[src/rtl/dma_pkg.sv]
package dma_pkg;
   typedef enum logic [1:0] {
      WALK_NONE = 2'd0,
      WALK_SRC  = 2'd1,
      WALK_DST  = 2'd2
   } walk_e;

   typedef enum logic [1:0] {
      PH_IDLE = 2'd0,
      PH_RD   = 2'd1,
      PH_WR   = 2'd2
   } phase_e;

   localparam logic [2:0] SEL_SRC  = 3'd0;
   localparam logic [2:0] SEL_DST  = 3'd1;
   localparam logic [2:0] SEL_WALK = 3'd2;
   localparam logic [2:0] SEL_RLD  = 3'd3;
   localparam logic [2:0] SEL_CNT  = 3'd4;
   localparam logic [2:0] SEL_CTRL = 3'd5;
endpackage

[src/rtl/dma_chan.sv]
module dma_chan
   import dma_pkg::*;
#(
   parameter int AW = 20,
   parameter int CW = 16
) (
   input  logic          clk,
   input  logic          rst_n,
   input  logic          wr_en,
   input  logic [2:0]    wr_sel,
   input  logic [AW-1:0] wr_data,
   input  logic [2:0]    rd_sel,
   output logic [AW-1:0] rd_data,
   input  logic          req,
   input  logic          start,
   output logic          ready_o,
   output logic [AW-1:0] src_o,
   output logic [AW-1:0] dst_o,
   output logic          size16_o,
   output logic          last_o
);
   logic [AW-1:0] src_q, dst_q, walk_q, base, walk_eff, step;
   logic [CW-1:0] rld_q, cnt_q, cnt_eff;
   logic          en_q, sz_q, rpt_q, need_q, pend_q, ctrl_wr;
   walk_e         walk_q_sel;

   assign base     = (walk_q_sel == WALK_DST) ? dst_q : src_q;
   assign walk_eff = need_q ? base : walk_q;
   assign cnt_eff  = need_q ? rld_q : cnt_q;
   assign step     = {{(AW-2){1'b0}}, sz_q, ~sz_q};
   assign last_o   = (cnt_eff == '0);
   assign src_o    = (walk_q_sel == WALK_SRC) ? walk_eff : src_q;
   assign dst_o    = (walk_q_sel == WALK_DST) ? walk_eff : dst_q;
   assign size16_o = sz_q;
   assign ready_o  = pend_q & en_q;
   assign ctrl_wr  = wr_en && (wr_sel == SEL_CTRL);

   always_ff @(posedge clk or negedge rst_n) begin
      if (!rst_n) begin
         src_q <= '0; dst_q <= '0; walk_q <= '0; rld_q <= '0; cnt_q <= '0;
         en_q <= 1'b0; sz_q <= 1'b0; rpt_q <= 1'b0; need_q <= 1'b0;
         pend_q <= 1'b0; walk_q_sel <= WALK_NONE;
      end else begin
         pend_q <= (pend_q & ~start) | (req & en_q);
         if (start) begin
            need_q <= 1'b0;
            if (last_o && rpt_q) begin
               cnt_q  <= rld_q;
               walk_q <= base;
            end else begin
               cnt_q  <= cnt_eff - 1'b1;
               walk_q <= walk_eff + step;
            end
            if (last_o && !rpt_q) begin
               en_q   <= 1'b0;
               pend_q <= 1'b0;
            end
         end
         if (wr_en) begin
            case (wr_sel)
               SEL_SRC: src_q <= wr_data;
               SEL_DST: dst_q <= wr_data;
               SEL_RLD: rld_q <= wr_data[CW-1:0];
               default: ;
            endcase
         end
         if (ctrl_wr) begin
            en_q       <= wr_data[0];
            sz_q       <= wr_data[1];
            rpt_q      <= wr_data[2];
            walk_q_sel <= (wr_data[4:3] == 2'b11) ? WALK_NONE : walk_e'(wr_data[4:3]);
            if (wr_data[0] && !en_q) need_q <= 1'b1;
            if (!wr_data[0]) pend_q <= 1'b0;
         end
      end
   end

   always_comb begin
      case (rd_sel)
         SEL_SRC:  rd_data = src_q;
         SEL_DST:  rd_data = dst_q;
         SEL_WALK: rd_data = walk_q;
         SEL_RLD:  rd_data = {{(AW-CW){1'b0}}, rld_q};
         SEL_CNT:  rd_data = {{(AW-CW){1'b0}}, cnt_q};
         SEL_CTRL: rd_data = {{(AW-5){1'b0}}, walk_q_sel, rpt_q, sz_q, en_q};
         default:  rd_data = '0;
      endcase
   end

   AST_NO_START_DISABLED: assert property (@(posedge clk) disable iff (!rst_n)
      start |-> en_q) else $error("grant on disabled channel");
   AST_SINGLE_STOPS: assert property (@(posedge clk) disable iff (!rst_n)
      (start && last_o && !rpt_q && !ctrl_wr) |=> !en_q) else $error("single block did not stop");
   AST_REPEAT_RELOAD: assert property (@(posedge clk) disable iff (!rst_n)
      (start && last_o && rpt_q) |=> (cnt_q == $past(rld_q))) else $error("repeat reload missing");
endmodule

[src/rtl/dma_arb.sv]
module dma_arb #(
   parameter int NCH = 2
) (
   input  logic           clk,
   input  logic           rst_n,
   input  logic           idle,
   input  logic [NCH-1:0] ready,
   output logic [NCH-1:0] gnt
);
   always_comb begin
      logic found;
      found = 1'b0;
      gnt   = '0;
      for (int i = 0; i < NCH; i++) begin
         if (idle && ready[i] && !found) begin
            gnt[i] = 1'b1;
            found  = 1'b1;
         end
      end
   end

   AST_GNT_ONEHOT: assert property (@(posedge clk) disable iff (!rst_n)
      $onehot0(gnt)) else $error("multiple grants");
   AST_LOW_WINS: assert property (@(posedge clk) disable iff (!rst_n)
      (ready[0] && (gnt != '0)) |-> gnt[0]) else $error("channel 0 lost arbitration");
endmodule

[src/rtl/dma_seq.sv]
module dma_seq
   import dma_pkg::*;
#(
   parameter int AW   = 20,
   parameter int NCH  = 2,
   parameter int CH_W = 1
) (
   input  logic            clk,
   input  logic            rst_n,
   input  logic            go,
   input  logic [CH_W-1:0] g_ch,
   input  logic [AW-1:0]   g_src,
   input  logic [AW-1:0]   g_dst,
   input  logic            g_sz,
   input  logic            g_last,
   output logic            idle_o,
   output logic            m_valid,
   output logic            m_write,
   output logic            m_size16,
   output logic [AW-1:0]   m_addr,
   output logic [15:0]     m_wdata,
   input  logic [15:0]     m_rdata,
   input  logic            m_ready,
   output logic [NCH-1:0]  irq_o
);
   phase_e          ph_q;
   logic [AW-1:0]   src_q, dst_q;
   logic            sz_q, last_q;
   logic [CH_W-1:0] ch_q;
   logic [15:0]     data_q;

   assign idle_o   = (ph_q == PH_IDLE);
   assign m_valid  = (ph_q != PH_IDLE);
   assign m_write  = (ph_q == PH_WR);
   assign m_size16 = sz_q;
   assign m_addr   = (ph_q == PH_WR) ? dst_q : src_q;
   assign m_wdata  = data_q;

   always_ff @(posedge clk or negedge rst_n) begin
      if (!rst_n) begin
         ph_q <= PH_IDLE; src_q <= '0; dst_q <= '0; sz_q <= 1'b0;
         last_q <= 1'b0; ch_q <= '0; data_q <= '0; irq_o <= '0;
      end else begin
         irq_o <= '0;
         case (ph_q)
            PH_IDLE: if (go) begin
               src_q <= g_src; dst_q <= g_dst; sz_q <= g_sz;
               last_q <= g_last; ch_q <= g_ch; ph_q <= PH_RD;
            end
            PH_RD: if (m_ready) begin
               data_q <= m_rdata;
               ph_q   <= PH_WR;
            end
            PH_WR: if (m_ready) begin
               ph_q <= PH_IDLE;
               for (int i = 0; i < NCH; i++)
                  if (ch_q == CH_W'(i)) irq_o[i] <= last_q;
            end
            default: ph_q <= PH_IDLE;
         endcase
      end
   end

   AST_HANDBACK: assert property (@(posedge clk) disable iff (!rst_n)
      (m_valid && m_write && m_ready) |=> !m_valid) else $error("bus not handed back");
   AST_READ_THEN_WRITE: assert property (@(posedge clk) disable iff (!rst_n)
      (m_valid && !m_write && m_ready) |=> (m_valid && m_write)) else $error("write phase missing");
endmodule

[src/rtl/dual_dma_steal.sv]
module dual_dma_steal #(
   parameter int AW  = 20,
   parameter int CW  = 16,
   parameter int NCH = 2,
   localparam int CH_W = (NCH > 1) ? $clog2(NCH) : 1
) (
   input  logic            clk,
   input  logic            rst_n,
   input  logic            reg_we,
   input  logic [CH_W+2:0] reg_addr,
   input  logic [AW-1:0]   reg_wdata,
   output logic [AW-1:0]   reg_rdata,
   input  logic [NCH-1:0]  dma_req,
   output logic            m_valid,
   output logic            m_write,
   output logic            m_size16,
   output logic [AW-1:0]   m_addr,
   output logic [15:0]     m_wdata,
   input  logic [15:0]     m_rdata,
   input  logic            m_ready,
   output logic [NCH-1:0]  irq
);
   if (AW <= CW || AW < 6) begin : g_bad_aw
      $error("AW must exceed CW and be at least 6");
   end
   if (NCH < 1 || NCH > 8) begin : g_bad_nch
      $error("NCH must be 1..8");
   end

   logic [NCH-1:0] ready, gnt, last_a, sz_a;
   logic [AW-1:0]  src_a [NCH];
   logic [AW-1:0]  dst_a [NCH];
   logic [AW-1:0]  rd_a  [NCH];
   logic           idle, sel_sz, sel_last;
   logic [AW-1:0]  sel_src, sel_dst;
   logic [CH_W-1:0] sel_ch;

   for (genvar i = 0; i < NCH; i++) begin : g_ch
      dma_chan #(.AW(AW), .CW(CW)) u_chan (
         .clk(clk), .rst_n(rst_n),
         .wr_en(reg_we && (reg_addr[CH_W+2:3] == CH_W'(i))),
         .wr_sel(reg_addr[2:0]), .wr_data(reg_wdata),
         .rd_sel(reg_addr[2:0]), .rd_data(rd_a[i]),
         .req(dma_req[i]), .start(gnt[i]), .ready_o(ready[i]),
         .src_o(src_a[i]), .dst_o(dst_a[i]),
         .size16_o(sz_a[i]), .last_o(last_a[i])
      );
   end

   dma_arb #(.NCH(NCH)) u_arb (
      .clk(clk), .rst_n(rst_n), .idle(idle), .ready(ready), .gnt(gnt)
   );

   always_comb begin
      sel_src = '0; sel_dst = '0; sel_sz = 1'b0; sel_last = 1'b0; sel_ch = '0;
      reg_rdata = '0;
      for (int i = 0; i < NCH; i++) begin
         if (gnt[i]) begin
            sel_src = src_a[i]; sel_dst = dst_a[i];
            sel_sz = sz_a[i]; sel_last = last_a[i]; sel_ch = CH_W'(i);
         end
         if (reg_addr[CH_W+2:3] == CH_W'(i)) reg_rdata = rd_a[i];
      end
   end

   dma_seq #(.AW(AW), .NCH(NCH), .CH_W(CH_W)) u_seq (
      .clk(clk), .rst_n(rst_n), .go(|gnt), .g_ch(sel_ch),
      .g_src(sel_src), .g_dst(sel_dst), .g_sz(sel_sz), .g_last(sel_last),
      .idle_o(idle), .m_valid(m_valid), .m_write(m_write), .m_size16(m_size16),
      .m_addr(m_addr), .m_wdata(m_wdata), .m_rdata(m_rdata), .m_ready(m_ready),
      .irq_o(irq)
   );

   AST_IRQ_ONEHOT: assert property (@(posedge clk) disable iff (!rst_n)
      $onehot0(irq)) else $error("two interrupts at once");
   AST_IRQ_ONE_CYCLE: assert property (@(posedge clk) disable iff (!rst_n)
      (irq != '0) |=> (irq == '0)) else $error("interrupt longer than a cycle");
endmodule

[config.mk]
export PLATFORM = sky130hd
export DESIGN_NAME = dual_dma_steal
export DESIGN_NICKNAME = d
export VERILOG_FILES = /design/src/rtl/dma_pkg.sv /design/src/rtl/dma_chan.sv /design/src/rtl/dma_arb.sv /design/src/rtl/dma_seq.sv /design/src/rtl/dual_dma_steal.sv
export SDC_FILE = /design/constraint.sdc
export NUM_CORES = 1
export LEC_CHECK = 0
export CAP_MARGIN = 20
export CORE_ASPECT_RATIO = 1.25
export CORE_UTILIZATION = 55
export DETAILED_ROUTE_END_ITERATION = 10
export GPL_ROUTABILITY_DRIVEN = 0
export PLACE_DENSITY = 0.78
export SETUP_SLACK_MARGIN = 0.1
export SLEW_MARGIN = 25
export SYNTH_ARGS = -nofsm -noshare
export SYNTH_HDL_FRONTEND = slang
export SYNTH_SLANG_ARGS = --single-unit
[constraint.sdc]
create_clock -name clk -period 4.7 [get_ports clk]
set_input_delay 0.47 -clock clk [delete_from_list [all_inputs] [get_ports clk]]
set_output_delay 0.47 -clock clk [all_outputs]
set_load 0.005 [all_outputs]
==> results of run 1 <==
## cells by family (layout without fill, tap and decap cells)
kind of cell | count (synthesis) | in the layout
AOI/OAI and AO/OA | 565 | 565
xor gates and xnor gates | 26 | 26
adders and majority gates | 10 | 10
buffers and inverters | 191 | 248
DFF | 261 | 261
muxes | 239 | 239
and+or+nand+nor | 593 | 593
## sequential cells by signal (all words and copies together) (netlist names)
name                    cells
g_ch.u_chan.dst_q          40
g_ch.u_chan.src_q          40
g_ch.u_chan.walk_q         40
g_ch.u_chan.cnt_q          32
g_ch.u_chan.rld_q          32
u_seq.dst_q                20
u_seq.src_q                20
u_seq.m_wdata              16
g_ch.u_chan.walk_q_sel      4
g_ch.u_chan.en_q            2
g_ch.u_chan.need_q          2
g_ch.u_chan.pend_q          2
g_ch.u_chan.rpt_q           2
g_ch.u_chan.size16_o        2
u_seq.irq_o                 2
u_seq.ph_q                  2
u_seq.ch_q                  1
u_seq.last_q                1
u_seq.m_size16              1
## area by class of cell
type	count	area [um^2]	share of cell area [%]
multi-input combinational	1433	9840	50.2
clock buffer	37	783	4.00
clock inverter	12	263	1.34
tap	401	502	2.56
inverter	34	128	0.652
sequential	261	6540	33.4
timing repair buffer	165	1530	7.82
## synthesized netlist by cell type, types with 14 or more instances
master    count  share of area (%)
a21oi_1     139                4.1
a22o_1       21                1.1
a22oi_1      60                2.6
a31oi_1      22               0.81
and3_1       27               0.99
clkbuf_1    127                2.8
dfrtp_1     261                 38
inv_1        34               0.75
mux2_2      159                 10
mux2i_1      75                4.4
nand2_1     171                3.8
nand2b_1     16               0.59
nand3_1      39                1.1
nor2_1      136                3.0
nor2b_1      20               0.73
nor3_1       71                2.1
nor4bb_1     15               0.88
o211ai_1     31                1.4
o21a_1       47                2.1
o21ai_0      83                2.4
o221ai_1     40                2.1
xor2_1       14               0.72
## routing by layer
metal | wire length [um] | GRT usage (%) | up-vias
li1 | - | - | 7107
met5 | 0 | 0 | -
met1 | 21900 | 47.3 | 7845
met4 | 3120 | 19.1 | 0
met2 | 26100 | 56.7 | 1069
met3 | 5950 | 5.78 | 190
## power breakdown
part	leakage (nW)	internal (mW)	total, mW	switching, mW
Sequential	3.20	3.01	4.03	1.02
Combinational	3.97	2.18	4.78	2.61
Clock	0.512	1.60	2.55	0.950
Total	7.69	6.78	11.4	4.58
## through the flow
step	instance area, um^2	worst slack [ns]	cells	utilization (%)
3_5_place_dp	18500	1.04	2293	61.1
6_report	19600	0.878	2343	64.6
5_1_grt	19600	0.800	2343	64.6
4_1_cts	19600	0.993	2343	64.6
3_3_place_gp	18500	1.11	2293	61.1
2_1_floorplan	17100	0.318	1885	-
## what timing repair did
| item | 4_1_cts | 5_1_grt |
|---|---|---|
| hold buffers | 1 | 0 |
| hold endpoints to repair | 69 | 0 |
| buffers inserted | 0 | 0 |
## how the worst min path moves through the flow
stage                               to  slack [ns]
6_report                u_seq.irq_o[0]        0.44
3_5_place_dp            u_seq.irq_o[0]        0.43
3_3_place_gp            u_seq.irq_o[0]        0.41
5_1_grt                 u_seq.irq_o[0]        0.46
2_1_floorplan  g_ch[0].u_chan.cnt_q[0]        0.17
4_1_cts                 u_seq.irq_o[0]        0.45
## critical path, stage by stage
cell and delay (ns):
clkdlybuf4s50_1 0.47, nor2b_1 0.49, nor2b_2 0.28, buf_4 0.36, a21oi_1 0.11, and3_1 0.23
a31oi_1 0.34, clkdlybuf4s50_1 0.58
## cells in the final DEF (no fill, tap or decap), drive strengths merged, types with 10 or more instances in the layout
master	n
o21a	47
a22oi	60
nor2b	20
nand2	171
nand4	13
clkdlybuf4s50	104
xnor2	12
mux2i	75
a21oi	139
a311oi	18
nand3	41
xor2	14
nor3	71
inv	34
o221ai	40
a22o	21
buf	60
a221oi	13
nor4bb	15
a31oi	22
o22ai	11
clkbuf	37
o211ai	31
and3	27
nor2	138
or3	12
nor4	10
o21ai	96
nand2b	16
dfrtp	261
nor3b	13
mux2	164
a21o	12
and2	10
==> results.tsv, run 1 <==
metric	value	unit
synthSimpleGateAreaFrac	17.4	%
clk_pin_slew	0.07	ns
firstDrtPassIters	7	
postSynthCellCount	1885	
ys_seq_elements	261	
synth_top_family_by_area	compound AO/OA/AOI/OAI gates	
grt_max_degree	92	
tns	0	ns
crit_required	4.23	ns
ctsRootBufferMaster	clkbuf_16	
leakagePower	7.69	nW
startpoint_type	primary input	
initial_core_util	56.4	%
rows	71	
avgViaCountPerCell	6.92	
cts_tree	yes	
period_needed	3.82	ns
synthMuxAreaShare	15.2	%
drtIter0Drc	2099	
final_layout_size_suffix_gt1_share	15.2	%
outcome	complete, no violations	
syn_area	17100	um^2
synthesis.nets	1941	
htree_levels	1	
remaining_drc_errors	0	
ff2ff_setup_slack	1.05	ns
wire_per_inst	24.3	um
yosysWarnings	0	
finalHoldViolations	0	
synth_edf_count	0	
die_h	199	um
worstHoldPathCells	1	
totalPowerFinal	11.4	mW
synth_compound_area_share	22.5	%
tightest_slew	1.12	ns
clkLatencyLatePin	0.56	ns
overflow	0	
finalSetupViolCount	0	
cts_resized	0	
die-area	31800	um^2
min_period_over_period	81.3	%
synth_ff_type	dfrtp_1	
slew_headroom	25.2	%
finalWirelength	57000	um
grt_usage	35.8	%
antenna_found_initial	0	
grt_first_pass_wirelength	88700	um
nFillCells	2385	
timing.rr.end	g_ch[1].u_chan.walk_q[19]	
report.final.slew_viol_count	0	
cts_made_buffers	27	
cp_max_fo	26	
dr_total_vias	16200	
cp-endpoint	reg_rdata[11]	
rsz0062_at_grt	false	
max_freq	0.262	GHz
r2r_cells	11	
synthAdderAreaFrac	0.821	%
holdCritPathClass	flop to flop	
design.core.area	30300	um^2
n_antenna_cell	0	
max-vdd-ir-drop	0.000290	V
worst_setup_path_end_kind	output port	
min_from	u_seq.ch_q	
io_buffers	106	
startpoint	reg_addr[1]	
maxCapViolations	0	
area_delta_synth_final	14.7	%
synthXorXnorAreaFrac	1.33	%
nets	1978	
crit_arrival	3.35	ns
power_density	580	nW/um^2
worst-setup-path-type	primary input to output port	
holdWs	0.444	ns
drt.antenna.violating_nets	0	
clock-sinks	261	
synth.distinct_cells	80	
grt_pass1_vias	15300	
clock_skew	0.0109	ns
async_flop_share	100	%
seq_area_frac_synth	38.2	%
r2r_start	g_ch[1].u_chan.walk_q_sel[1]	
syn_avg_cell_area	9.06	um^2
detailed_place_hpwl	39500	um
cts_buffer_depth	3	
die_x	160	um
num_io_pins	107	
(Power assumes the default switching activity.)
==> run 2: changes to the inputs <==
--- a/config.mk
+++ b/config.mk
@@ -7,10 +7,10 @@
 export LEC_CHECK = 0
 export CAP_MARGIN = 20
 export CORE_ASPECT_RATIO = 1.25
-export CORE_UTILIZATION = 55
+export CORE_UTILIZATION = 61
 export DETAILED_ROUTE_END_ITERATION = 10
 export GPL_ROUTABILITY_DRIVEN = 0
-export PLACE_DENSITY = 0.78
+export PLACE_DENSITY = 0.82
 export SETUP_SLACK_MARGIN = 0.1
 export SLEW_MARGIN = 25
 export SYNTH_ARGS = -nofsm -noshare
==> constraint.sdc (replaced) <==
create_clock -name clk -period 3.9 [get_ports clk]
set_input_delay 0.39 -clock clk [delete_from_list [all_inputs] [get_ports clk]]
set_output_delay 0.39 -clock clk [all_outputs]
set_load 0.005 [all_outputs]
==> run 2 against run 1 <==
Clock skew is 0.0051 ns higher. Non-clock buffer count rose by 22. Design area is 0.28% higher. Count of clock-buffer cells in the layout rose by 4.
==> results.tsv, run 2 (synthesis results as in run 1) <==
metric	value	unit	change
outcome	complete, no violations		unchanged
num_io_pins	107		unchanged
cts_setup_buffers	0		unchanged
leakagePower	7.77	nW	was 7.69 nW
fin_ws	0.349	ns	was 0.878 ns
remaining_drc_errors	0		unchanged
io_buffers	106		unchanged
cts_tree	yes		unchanged
startpoint_type	primary input		unchanged
intPower	7.86	mW	was 6.78 mW
grtUsageMet3	7.95	%	was 5.78%
crit_required	3.51	ns	was 4.23 ns
drt.antenna.violating_nets	0		unchanged
firstDrtPassIters	7		unchanged
grtUsageMet2	59.7	%	was 56.7%
final_util	71.2	%	was 64.6%
cp_max_fo	32		was 26
maxCapViolations	0		unchanged
crit_arrival	3.16	ns	was 3.35 ns
overflow	0		unchanged
rsz0062_at_grt	false		unchanged
slowest_stage	clkdlybuf4s50_1		unchanged
initial_core_util	61.9	%	was 56.4%
htree_levels	1		unchanged
clkLatencyLatePin	0.57	ns	was 0.56 ns
pwr-share-clk	19.8	%	was 22.4%
swShare	41.8	%	was 40.3%
tightest_slew	1.05	ns	was 1.12 ns
grt_first_pass_wirelength	88600	um	was 88,700 um
grt_max_degree	123		was 92
dr_total_vias	16700		was 16.2k
n_antenna_cell	0		unchanged
rows	68		was 71
nFillCells	2026		was 2,385
path_cells	clkdlybuf4s50_1 > buf_4 > nor2b_1 > nor2b_2 > buf_4 > a22oi_1 > and4_1 > a31oi_1 > clkdlybuf4s50_1		was clkdlybuf4s50_1 > nor2b_1 > nor2b_2 > buf_4 > a21oi_1 > and3_1 > a31oi_1 > clkdlybuf4s50_1
avgViaCountPerCell	7.21		was 6.92
period_needed	3.55	ns	
cts_made_buffers	28		was 27
tns	0	ns	unchanged
layout_common_cells	dfrtp_1 (259), nand2_1 (170), mux2_2 (159), a21oi_1 (138), nor2_1 (136)		was dfrtp_1 (259), nand2_1 (170), mux2_2 (159), a21oi_1 (138), nor2_1 (134)
clock_skew	0.0160	ns	was 0.0109 ns
worst-setup-path-type	primary input to output port		unchanged
worst_setup_path_end_kind	output port		unchanged
cts_resized	0		unchanged
wire_per_inst	24.7	um	was 24.3 um
top_regs	g_ch.u_chan.dst_q (40), g_ch.u_chan.src_q (40), g_ch.u_chan.walk_q (40)		unchanged
power_density	688	nW/um^2	was 580 nW/um^2
power_frac_comb	44.6	%	was 42.1%
grt_usage	40.2	%	was 35.8%
design.core.area	27600	um^2	was 30,300 um^2
grt_pass1_vias	15600		was 15.3k
cts_buffer_depth	3		unchanged
drtIter0Drc	2285		was 2,099
finalSetupViolCount	0		unchanged
use_met1	54.5	%	was 47.3%
die-area	28700	um^2	was 31,800 um^2
slew_headroom	30.0	%	was 25.2%
nets	2001		was 1,978
clock-sinks	261		unchanged
clk_pin_slew	0.06	ns	was 0.07 ns
final_layout_size_suffix_gt1_share	16.2	%	was 15.2%
p_switching	5.65	mW	was 4.58 mW
holdCritPathClass	primary input to async pin		was flop to flop
detailed_place_hpwl	39600	um	was 39,500 um
final_common_cell	dfrtp_1		unchanged
antenna_found_initial	0		unchanged
power_frac_seq	35.6	%	was 35.5%
finalHoldViolations	0		unchanged
min_period_over_period	91.0	%	
report.final.slew_viol_count	0		unchanged
max-vdd-ir-drop	0.000474	V	was 0.000290 V
finalWirelength	57300	um	was 57,000 um
die_x	152	um	was 160 um
detailedPlace.worstSlack	0.484	ns	was 1.04 ns
grt-busiest-layer	met2		unchanged
max_stage_delay	0.57	ns	was 0.58 ns
ctsRootBufferMaster	clkbuf_16		unchanged
totalPowerFinal	13.5	mW	was 11.4 mW
die_h	189	um	was 199 um
max_freq	0.282	GHz	
area_delta_synth_final	15.0	%	was 14.7%
## run 2: changes by cell type in the layout (fill, tap and decap cells not counted), sizes merged
cell,change
buf,+22
clkbuf,+4
clkinv,+6
bufinv,-8
inv,+1
## run 2: cell type report
| class | instances | area, um^2 | area share, % |
|---|---|---|---|
| inverter | 34 | 128 | 0.650 |
| clock inverter | 11 | 68.8 | 0.350 |
| multi-input combinational | 1433 | 9850 | 50.1 |
| timing repair buffer | 187 | 1770 | 9.00 |
| clock buffer | 41 | 851 | 4.33 |
| tap | 350 | 438 | 2.23 |
| sequential | 261 | 6540 | 33.3 |
## run 2: repair_timing
item / in CTS / in global routing
hold buffers: 1 / 0
hold endpoints to repair: 11 / 0
endpoints found under the setup margin: 0 / 0
## run 2: routing by layer
metal	part of all wire, %	vias up
met4	6.5	0
met2	44	1262
met3	13	270
li1	-	7169
met1	37	8002
met5	0	-
## run 2: worst max-delay path: cells and delay by family
| family | cells | cell delay [ns] |
|---|---|---|
| simple gates | 3 | 0.65 |
| buf+inv | 4 | 1.61 |
| compound gates | 2 | 0.48 |
## run 2: through the flow
stage / hold slack [ns] / cells / cell area (um^2)
after global placement: 0.412 / 2263 / 18700
after floorplan: 0.0944 / 1885 / 17100
after global routing: 0.313 / 2317 / 19600
final: 0.281 / 2317 / 19600
after detailed placement: 0.421 / 2263 / 18700
after CTS: 0.431 / 2316 / 19600
## run 2: power by group through the flow
stage | sequential [mW] | combinational [mW] | clock (mW)
3_3_place_gp | 4.71 | 5.62 | 0
4_1_cts | 4.73 | 5.86 | 2.69
5_1_grt | 4.90 | 6.44 | 2.79
2_1_floorplan | 4.29 | 3.95 | 0
6_report | 4.81 | 6.03 | 2.68
3_5_place_dp | 4.76 | 5.81 | 0
## run 2: final timing paths
check / start / to / slack, ns / cells past startpoint
min: rst_n / g_ch[0].u_chan.rld_q[2] / 0.28 / 2
min reg2reg: u_seq.ch_q / u_seq.irq_o[0] / 0.43 / 1
min in group clk: u_seq.ch_q / u_seq.irq_o[0] / 0.43 / 1
max in group asynchronous: rst_n / g_ch[1].u_chan.walk_q[12] / 2.50 / 4
max reg2reg: g_ch[0].u_chan.walk_q_sel[1] / g_ch[0].u_chan.walk_q[14] / 0.44 / 8
max: reg_addr[1] / reg_rdata[8] / 0.35 / 9
